## src/rtl/lsm_pkg.sv

```systemverilog
package lsm_pkg;
  localparam int DATA_W = 32;
  localparam int LANES  = DATA_W / 8;
  localparam int OFF_W  = $clog2(LANES);

  typedef enum logic [3:0] {
    OP_LD_S8  = 4'd0,
    OP_LD_U8  = 4'd1,
    OP_LD_S16 = 4'd2,
    OP_LD_U16 = 4'd3,
    OP_LD_W   = 4'd4,
    OP_LD_HI  = 4'd5,
    OP_LD_LO  = 4'd6,
    OP_ST_8   = 4'd8,
    OP_ST_16  = 4'd9,
    OP_ST_W   = 4'd10,
    OP_ST_HI  = 4'd11,
    OP_ST_LO  = 4'd12
  } lsm_op_e;

  function automatic logic op_is_load(input lsm_op_e op);
    return op inside {OP_LD_S8, OP_LD_U8, OP_LD_S16, OP_LD_U16, OP_LD_W, OP_LD_HI, OP_LD_LO};
  endfunction

  function automatic logic op_is_plain_store(input lsm_op_e op);
    return op inside {OP_ST_8, OP_ST_16, OP_ST_W};
  endfunction

  function automatic logic op_is_merge_store(input lsm_op_e op);
    return op inside {OP_ST_HI, OP_ST_LO};
  endfunction
endpackage

```

## src/rtl/lsm_rst_sync.sv

```systemverilog
module lsm_rst_sync (
  input  logic clk,
  input  logic rst_n,
  output logic rst_q_n
);
  logic meta_q;

  always_ff @(posedge clk or negedge rst_n) begin
    if (!rst_n) begin
      meta_q  <= 1'b0;
      rst_q_n <= 1'b0;
    end else begin
      meta_q  <= 1'b1;
      rst_q_n <= meta_q;
    end
  end
endmodule

```

## src/rtl/lsm_load_merge.sv

```systemverilog
module lsm_load_merge
  import lsm_pkg::*;
(
  input  lsm_op_e           op,
  input  logic [OFF_W-1:0]  off,
  input  logic [DATA_W-1:0] old_val,
  input  logic [DATA_W-1:0] mem_word,
  output logic [DATA_W-1:0] result
);
  logic [7:0]  lane [LANES];
  logic [7:0]  byte_sel;
  logic [15:0] half_sel;
  logic [4:0]  sh;
  logic [4:0]  sh_c;

  for (genvar g = 0; g < LANES; g++) begin : g_lane
    assign lane[g] = mem_word[8*g +: 8];
  end

  always_comb begin
    sh       = {off, 3'b000};
    sh_c     = 5'd24 - sh;
    byte_sel = lane[off];
    half_sel = off[1] ? mem_word[31:16] : mem_word[15:0];
    unique case (op)
      OP_LD_S8:  result = {{24{byte_sel[7]}}, byte_sel};
      OP_LD_U8:  result = {24'd0, byte_sel};
      OP_LD_S16: result = {{16{half_sel[15]}}, half_sel};
      OP_LD_U16: result = {16'd0, half_sel};
      OP_LD_HI:  result = (old_val & (32'h00FF_FFFF >> sh)) | (mem_word << sh_c);
      OP_LD_LO:  result = (old_val & (32'hFFFF_FF00 << sh_c)) | (mem_word >> sh);
      default:   result = mem_word;
    endcase
  end
endmodule

```

## src/rtl/lsm_store_merge.sv

```systemverilog
module lsm_store_merge
  import lsm_pkg::*;
(
  input  logic              left,
  input  logic [OFF_W-1:0]  off,
  input  logic [DATA_W-1:0] src,
  input  logic [DATA_W-1:0] mem_word,
  output logic [DATA_W-1:0] merged
);
  logic [4:0] sh;
  logic [4:0] sh_c;

  always_comb begin
    sh   = {off, 3'b000};
    sh_c = 5'd24 - sh;
    if (left) merged = (src >> sh_c) | (mem_word & (32'hFFFF_FF00 << sh));
    else      merged = (src << sh)   | (mem_word & (32'h00FF_FFFF >> sh_c));
  end
endmodule

```

## src/rtl/lsm_lane_place.sv

```systemverilog
module lsm_lane_place
  import lsm_pkg::*;
(
  input  lsm_op_e           op,
  input  logic [OFF_W-1:0]  off,
  input  logic [DATA_W-1:0] src,
  output logic [LANES-1:0]  strb,
  output logic [DATA_W-1:0] data
);
  for (genvar g = 0; g < LANES; g++) begin : g_lane
    assign strb[g] = (op == OP_ST_8  && off == OFF_W'(g)) ||
                     (op == OP_ST_16 && off[1] == 1'(g / 2)) ||
                     (op == OP_ST_W);
    assign data[8*g +: 8] = (op == OP_ST_8)  ? src[7:0] :
                            (op == OP_ST_16) ? src[8*(g%2) +: 8] :
                                               src[8*g +: 8];
  end
endmodule

```

## src/rtl/unaligned_merge_unit.sv

```systemverilog
module unaligned_merge_unit
  import lsm_pkg::*;
#(
  parameter int ADDR_W = 32,
  parameter int IDX_W  = 5
) (
  input  logic              clk,
  input  logic              rst_n,
  input  logic              req_valid,
  input  logic [3:0]        req_op,
  input  logic [ADDR_W-1:0] req_addr,
  input  logic [IDX_W-1:0]  req_dst,
  input  logic [31:0]       req_reg,
  output logic              req_ready,
  output logic              mem_rd_en,
  output logic [ADDR_W-1:0] mem_raddr,
  input  logic [31:0]       mem_rdata,
  output logic              mem_wr_en,
  output logic [ADDR_W-1:0] mem_waddr,
  output logic [3:0]        mem_wstrb,
  output logic [31:0]       mem_wdata,
  output logic              wb_valid,
  output logic [IDX_W-1:0]  wb_idx,
  output logic [31:0]       wb_data
);
  logic rst_q_n;

  lsm_rst_sync u_rst (.clk(clk), .rst_n(rst_n), .rst_q_n(rst_q_n));

  // stage 1: accepted request
  logic              s1_vld_q;
  lsm_op_e           s1_op_q;
  logic [OFF_W-1:0]  s1_off_q;
  logic [ADDR_W-1:0] s1_addr_q;
  logic [IDX_W-1:0]  s1_dst_q;
  logic [DATA_W-1:0] s1_reg_q;
  // stage 2: merge store holding its returned word
  logic              s2_vld_q;
  logic              s2_left_q;
  logic [OFF_W-1:0]  s2_off_q;
  logic [ADDR_W-1:0] s2_addr_q;
  logic [DATA_W-1:0] s2_reg_q;
  logic [DATA_W-1:0] s2_mem_q;
  // write-back register
  logic              wb_vld_q;
  logic [IDX_W-1:0]  wb_idx_q;
  logic [DATA_W-1:0] wb_data_q;

  lsm_op_e           req_op_e;
  logic              op_known;
  logic              accept;
  logic              s2_load;
  logic              wb_load;
  logic [ADDR_W-1:0] req_aligned;
  logic [DATA_W-1:0] ld_result;
  logic [DATA_W-1:0] st_merged;
  logic [DATA_W-1:0] pl_data;
  logic [LANES-1:0]  pl_strb;

  lsm_load_merge u_ld (
    .op(s1_op_q), .off(s1_off_q), .old_val(s1_reg_q),
    .mem_word(mem_rdata), .result(ld_result)
  );

  lsm_lane_place u_pl (
    .op(s1_op_q), .off(s1_off_q), .src(s1_reg_q),
    .strb(pl_strb), .data(pl_data)
  );

  lsm_store_merge u_st (
    .left(s2_left_q), .off(s2_off_q), .src(s2_reg_q),
    .mem_word(s2_mem_q), .merged(st_merged)
  );

  // next-state logic
  always_comb begin
    req_op_e    = lsm_op_e'(req_op);
    op_known    = op_is_load(req_op_e) || op_is_plain_store(req_op_e) ||
                  op_is_merge_store(req_op_e);
    req_ready   = rst_q_n && !(s1_vld_q && !op_is_load(s1_op_q)) && !s2_vld_q;
    accept      = req_valid && req_ready && op_known;
    req_aligned = {req_addr[ADDR_W-1:OFF_W], {OFF_W{1'b0}}};
    s2_load     = s1_vld_q && op_is_merge_store(s1_op_q);
    wb_load     = s1_vld_q && op_is_load(s1_op_q) && (s1_dst_q != '0);
  end

  // registers
  always_ff @(posedge clk or negedge rst_q_n) begin
    if (!rst_q_n) begin
      s1_vld_q  <= 1'b0;
      s1_op_q   <= OP_LD_W;
      s1_off_q  <= '0;
      s1_addr_q <= '0;
      s1_dst_q  <= '0;
      s1_reg_q  <= '0;
      s2_vld_q  <= 1'b0;
      s2_left_q <= 1'b0;
      s2_off_q  <= '0;
      s2_addr_q <= '0;
      s2_reg_q  <= '0;
      s2_mem_q  <= '0;
      wb_vld_q  <= 1'b0;
      wb_idx_q  <= '0;
      wb_data_q <= '0;
    end else begin
      s1_vld_q <= accept;
      if (accept) begin
        s1_op_q   <= req_op_e;
        s1_off_q  <= req_addr[OFF_W-1:0];
        s1_addr_q <= req_aligned;
        s1_dst_q  <= req_dst;
        s1_reg_q  <= req_reg;
      end
      s2_vld_q <= s2_load;
      if (s2_load) begin
        s2_left_q <= (s1_op_q == OP_ST_HI);
        s2_off_q  <= s1_off_q;
        s2_addr_q <= s1_addr_q;
        s2_reg_q  <= s1_reg_q;
        s2_mem_q  <= mem_rdata;
      end
      wb_vld_q <= wb_load;
      if (wb_load) begin
        wb_idx_q  <= s1_dst_q;
        wb_data_q <= ld_result;
      end
    end
  end

  // outputs
  always_comb begin
    mem_rd_en = accept && (op_is_load(req_op_e) || op_is_merge_store(req_op_e));
    mem_raddr = req_aligned;
    mem_wr_en = s2_vld_q || (s1_vld_q && op_is_plain_store(s1_op_q));
    mem_waddr = s2_vld_q ? s2_addr_q : s1_addr_q;
    mem_wstrb = s2_vld_q ? {LANES{1'b1}} : pl_strb;
    mem_wdata = s2_vld_q ? st_merged : pl_data;
    wb_valid  = wb_vld_q;
    wb_idx    = wb_idx_q;
    wb_data   = wb_data_q;
  end
endmodule

```

## config.mk

```make
export PLATFORM = sky130hd
export DESIGN_NAME = unaligned_merge_unit
export DESIGN_NICKNAME = d
export VERILOG_FILES = /design/src/rtl/lsm_pkg.sv /design/src/rtl/lsm_rst_sync.sv /design/src/rtl/lsm_load_merge.sv /design/src/rtl/lsm_store_merge.sv /design/src/rtl/lsm_lane_place.sv /design/src/rtl/unaligned_merge_unit.sv
export SDC_FILE = /design/constraint.sdc
export NUM_CORES = 1
export LEC_CHECK = 0
export ABC_CLOCK_PERIOD_IN_PS = 7600
export BUFFER_PORTS_ARGS = -buffer_cell sky130_fd_sc_hd__buf_2
export CAP_MARGIN = 0
export CORE_MARGIN = 1.5
export CORE_UTILIZATION = 50
export DETAILED_ROUTE_END_ITERATION = 8
export GPL_ROUTABILITY_DRIVEN = 0
export PLACE_DENSITY = 0.82
export SLEW_MARGIN = 0
export SYNTH_ARGS = -nofsm -noshare
export SYNTH_HDL_FRONTEND = slang
export SYNTH_HIERARCHICAL = 1
export SYNTH_SLANG_ARGS = --single-unit
```

## constraint.sdc

```tcl
create_clock -name clk -period 7.6 [get_ports clk]
set_clock_uncertainty 0.2 [all_clocks]
set_input_delay 1.14 -clock clk [delete_from_list [all_inputs] [get_ports clk]]
set_output_delay 1.14 -clock clk [all_outputs]
set_load 0.01 [all_outputs]
```

# == After elaboration in Yosys (flattened, before gate mapping) ==
# Index checks and enable logic that the tools add are counted.
# W data, S select, Z words.
# classes
n_eq_ne,25
reduce_logical,41
shifts,8
n_mux,14
magnitude_cmp,1
bitwise,10
addsub,2
# op_table
cell,n
$pmux W32 S6,1
$and A32 B32 Y32,4
$or A32 B32 Y32,4
$mux W32,3
$shl A32 B5 Y32,2
$shl A32 B5 Y32 const A,2
$shr A24 B5 Y32 const A,2
$shr A32 B5 Y32,2
$mux W8,7
$eq A4 B4 Y1 const B,10
$eq A4 B3 Y1 const B,6
$bmux W8 S2,1
$eq A4 B2 Y1 const B,4
$logic_and A1 B1 Y1,16
$mux W16,1
$reduce_bool A7 Y1,2
$logic_or A1 B1 Y1,12
$sub A5 B5 Y5 const A,2
$eq A4 B1 Y1 const B,2
$logic_not A4 Y1,2
$reduce_bool A3 Y1,2
$reduce_bool A5 Y1,1
$eq A2 B2 Y1 const B,2
$mux W4,1
other kinds (7),10
# word_totals
word_cells,118
register_bits,212
output_inout_bits,141

# == Longest topological paths before layout ==
# logic_depth
word_depth,10
ltp_mapped,8

# == Modules after synthesis ==
# Netlist, hierarchy kept.
# by_module_without_submodules
module,n_inst,area_per_inst_um2,cells_per_inst,seq_area_each_um2
unaligned_merge_unit,1,8891.0,575,5256.3
lsm_load_merge,1,2049.5,240,0.0
lsm_store_merge,1,1371.3,161,0.0
lsm_lane_place,1,504.2,67,0.0
lsm_rst_sync,1,53.8,3,50.0

# == Worst setup path before layout ==
# OpenSTA, ideal clock, no wires.
# synth_path
path_type,register to output
startpoint,reg u_rst.rst_q_n
endpoint,out mem_rd_en
path_slack_ps,-104
arrival_time_ps,6364
n_path_buf,2
path_stages_with_launch,6
path_cell_list,dfrtp_1 > and4b_1 > nand3_1 > buf_2 > buf_2 > nor2_1
# synth_via
elab_chain_len,5
# synth_lines
item,line,rtl
start: declaration,lsm_rst_sync.sv:4,output logic rst_q_n
start signal: assignment,lsm_rst_sync.sv:14,rst_q_n <= meta_q;
$logic_and A1 B1 Y1 (2 in a row),unaligned_merge_unit.sv:80,req_ready = rst_q_n && !(s1_vld_q && !op_is_load(s1_op_q)) && !s2_vld_q;
named net req_ready,unaligned_merge_unit.sv:14,"output logic req_ready,"
$logic_and A1 B1 Y1 (2 in a row),unaligned_merge_unit.sv:81,accept = req_valid && req_ready && op_known;
$logic_and A1 B1 Y1,unaligned_merge_unit.sv:132,mem_rd_en = accept && (op_is_load(req_op_e) || op_is_merge_store(req_op_e));
end: declaration,unaligned_merge_unit.sv:15,"output logic mem_rd_en,"
# The timed path passes the listed nets, and every way through them passes these cells.

# == Final worst setup path ==
# layout_path
startpoint,reg s1_op_q[1]
endpoint,out mem_wdata[14]
# layout_via
elab_chain_len,3
# layout_lines
item,line,rtl
start: declaration,unaligned_merge_unit.sv:32,lsm_op_e s1_op_q;
start signal: assignment,unaligned_merge_unit.sv:108,s1_op_q <= req_op_e;
$eq A4 B4 Y1,-,
$mux W8,lsm_lane_place.sv:14,assign data[8*g +: 8] = (op == OP_ST_8) ? src[7:0] :
named net pl_data[14],unaligned_merge_unit.sv:57,logic [DATA_W-1:0] pl_data;
$mux W32,unaligned_merge_unit.sv:137,mem_wdata = s2_vld_q ? st_merged : pl_data;
end: declaration,unaligned_merge_unit.sv:21,"output logic [31:0] mem_wdata,"
# The timed path passes the listed nets, and every way through them passes these cells.

==> out/results.ini <==
[routing]
avgRoutedWirePerCell_um=22.4
drc=0
drtIter0Drc=828
antenna_left=0
via_per_inst=6.13
dr_total_vias=9585
first_pass_iters=5
wirelength_um=35000

[logic_synthesis]
yosysWarnings=6
yosysSeqAreaShare_pct=41.2
synth_area_per_cell_sq_um=12.3
synthTopCellsByArea=dfrtp_1, mux2_2, mux2i_1
synth_top_family_by_area=multiplexers
yosys.area.top_type=dfrtp_1
synth_xor_area_share_pct=0.0681
async_reset_ff_share_pct=100
synthFlopType=dfrtp_1
syn_area_sq_um=12900
muxShareOfSynthArea_pct=38.9
ys_seq_elements=212
synth_edf_count=0
synth-simple-area-share_pct=4.04
syn_inst=1046
synth_most_common_cell=mux2_2
synth_fa_ha_area_share_pct=0.0778
synth_cell_types=57
synth_top_cell_area_share_pct=41.0
netlist_top_cells_count=mux2_2, dfrtp_1, mux2i_1, buf_4, nor2_1
synth-compound-area-share_pct=8.77

[power_and_ir_drop]
leakage_nw=6.82
powerDensity_nw_per_um2=371
power_mw=5.46
vdd_drop_max_v=0.000181

[job]
cap_violations=0

[finish]
nFillCells=2080
layout-drive-gt1-share_pct=51.5
areaGrowthSynthToFinish_pct=14.3
fin_nets=1322

[floorplan]
start_util_pct=51.0
row_count=58
num_io_pins=249
dieArea_sq_um=26700
design.core.area_sq_um=25300
die_w_um=163
die_h_um=163

[clock_network]
htree_levels=1
root_buffer=clkbuf_16
post_cts_buffers=0
clk_path_buf_depth=3
cts.sinks=212
cts_made_buffers=24
cts_resized=0
cts_tree=built
path_clk_slew_ns=0.06
clk_latency_ns=0.52
postCtsHoldBufs=0

[critical_path]
crit_family=simple AND/OR/NAND/NOR gates
r2r_cells=5
cp-end-kind=output pin
critical-path-max-stage-delay_ns=0.66
worst-path-buf-inv=2
worstPathMaxFanout=25
rr_endpoint=s2_mem_q[16]$_DFFE_PN0P_
cp_slowest_cell=dfrtp_1
cp_common_cell=mux2_2
reg2reg_from=s1_op_q[1]$_DFFE_PN0P_
start_kind=flop
cp_cell_sequence=nor3b_4, buf_4, and2b_1, mux2_2, mux2_2, buf_2
worst-r2r-setup-slack_ns=3.88
arrival_ns=3.09
criticalPathCategory=reg2out
critPathRequiredTime_ns=6.26

[grt]
grt_util_met2_pct=41.2
antenna_found_initial=1
grt_pass1_wl_um=53900
grt_max_degree=153
first_global_vias=9362
met3_usage_pct=4.98
grt_busiest_layer=met2
grt_overflow=0
grt_util_all_layers_pct=25.9
grtUsageMet1_pct=35.3

[worst_hold_path]
hold_depth=0
holdCritPathClass=reg2reg
whs_endpoint=u_rst/rst_q_n$_DFF_PN0_
worstHoldStart=u_rst/meta_q$_DFF_PN0_

[sta]
finalHoldViolCount=0
post-route-min-period_ns=4.43
finalSetupTns_ns=0
worst_slack_ns=3.17
max_freq_ghz=0.226
tightest_slew_ns=1.14
report.final.slew_viol_count=0
post-route-period-util_pct=58.3
rsz0062_at_grt=no
finalSetupViolCount=0
relSlewSlack_pct=24.1

[place]
io_buffer_count=244
pre_cts_ws_ns=3.76
dpl.hpwl_um=24000

[status]
status=finished clean

## flip-flops by register name, indices dropped and copies added (netlist names), 2 cells and up
name and count:
s1_reg_q 32, s2_reg_q 32, s1_op_q 4, s2_addr_q 30
s1_addr_q 30, s1_off_q 2, s2_off_q 2, s2_mem_q 32
s1_dst_q 5, wb_data 32, wb_idx 5
## per-stage QoR
step	hold slack, ns	instance area (sq um)	utilization, %	cells
floorplan	0.131	12900	-	1049
global placement	0.135	13800	54.8	1518
detailed placement	0.136	13800	54.8	1518
CTS	0.162	14700	58.3	1562
global route	0.181	14700	58.3	1562
finish	0.159	14700	58.3	1563
## kinds of logic after synthesis
logic type                 Yosys count
AOI/OAI and AO/OA                  159
xor gates and xnor gates             1
adders and majority gates            1
buffers and inverters              127
DFF                                212
muxes                              437
other                                2
and+or+nand+nor                    107
## cells in the final DEF (no fill, tap or decap), types with 6 or more instances in the layout
master     instances
nand2b_1          10
inv_1              8
buf_4             13
a221o_1            8
dfrtp_1          206
a31oi_1            8
nor2_1            43
a21oi_1           24
nand2_1           30
o21ai_0           28
a21oi_2           12
o221ai_1          14
mux4_2            18
a22oi_1           16
clkbuf_16         25
mux2i_1          114
a2bb2oi_1          8
o21a_1             7
mux2_2           284
buf_2            244
o211ai_1          14
o22ai_1           10
mux2_1            19
bufinv_16          6
## worst max-delay path by stage
stage                    end  cells past startpoint                     from  slack, ns
5_1_grt        mem_wdata[14]                      6   s1_op_q[1]$_DFFE_PN0P_       3.04
3_3_place_gp   mem_wdata[12]                      6   s1_op_q[1]$_DFFE_PN0P_       3.82
6_report       mem_wdata[14]                      6   s1_op_q[1]$_DFFE_PN0P_       3.17
3_5_place_dp   mem_wdata[14]                      6   s1_op_q[1]$_DFFE_PN0P_       3.76
4_1_cts        mem_wdata[14]                      6   s1_op_q[1]$_DFFE_PN0P_       3.20
2_1_floorplan      mem_rd_en                      5  u_rst/rst_q_n$_DFF_PN0_       2.21
## where the power goes
part / internal (mW) / switching, mW
registers: 1.57 / 0.433
clock network: 0.806 / 0.492
logic: 1.10 / 1.06
## final cells by class
type / instances / area [sq um] / share of cell area, %
Clock buffer: 27 / 633 / 4.30
Timing Repair Buffer: 258 / 1340 / 9.10
Antenna cell: 1 / 2.50 / 0.0170
Tap cell: 330 / 413 / 2.81
Multi-Input combinational cell: 710 / 6730 / 45.7
Sequential cell: 212 / 5320 / 36.1
Inverter: 8 / 30.0 / 0.204
Clock inverter: 17 / 251 / 1.71
## per-layer routing
| layer | part of all wire, % | wire (um) |
|---|---|---|
| met5 | 0 | 0 |
| met4 | 3.2 | 1110 |
| met1 | 41 | 14300 |
| met2 | 46 | 16200 |
| met3 | 9.4 | 3310 |
## worst register-to-register path: stages, from the launching register on
cell	delay, ns
dfrtp_1	0.83
nand2_1	0.17
o22a_1	0.27
nor2_4	0.86
buf_4	0.82
mux2_2	0.45
(Power assumes the default switching activity.)
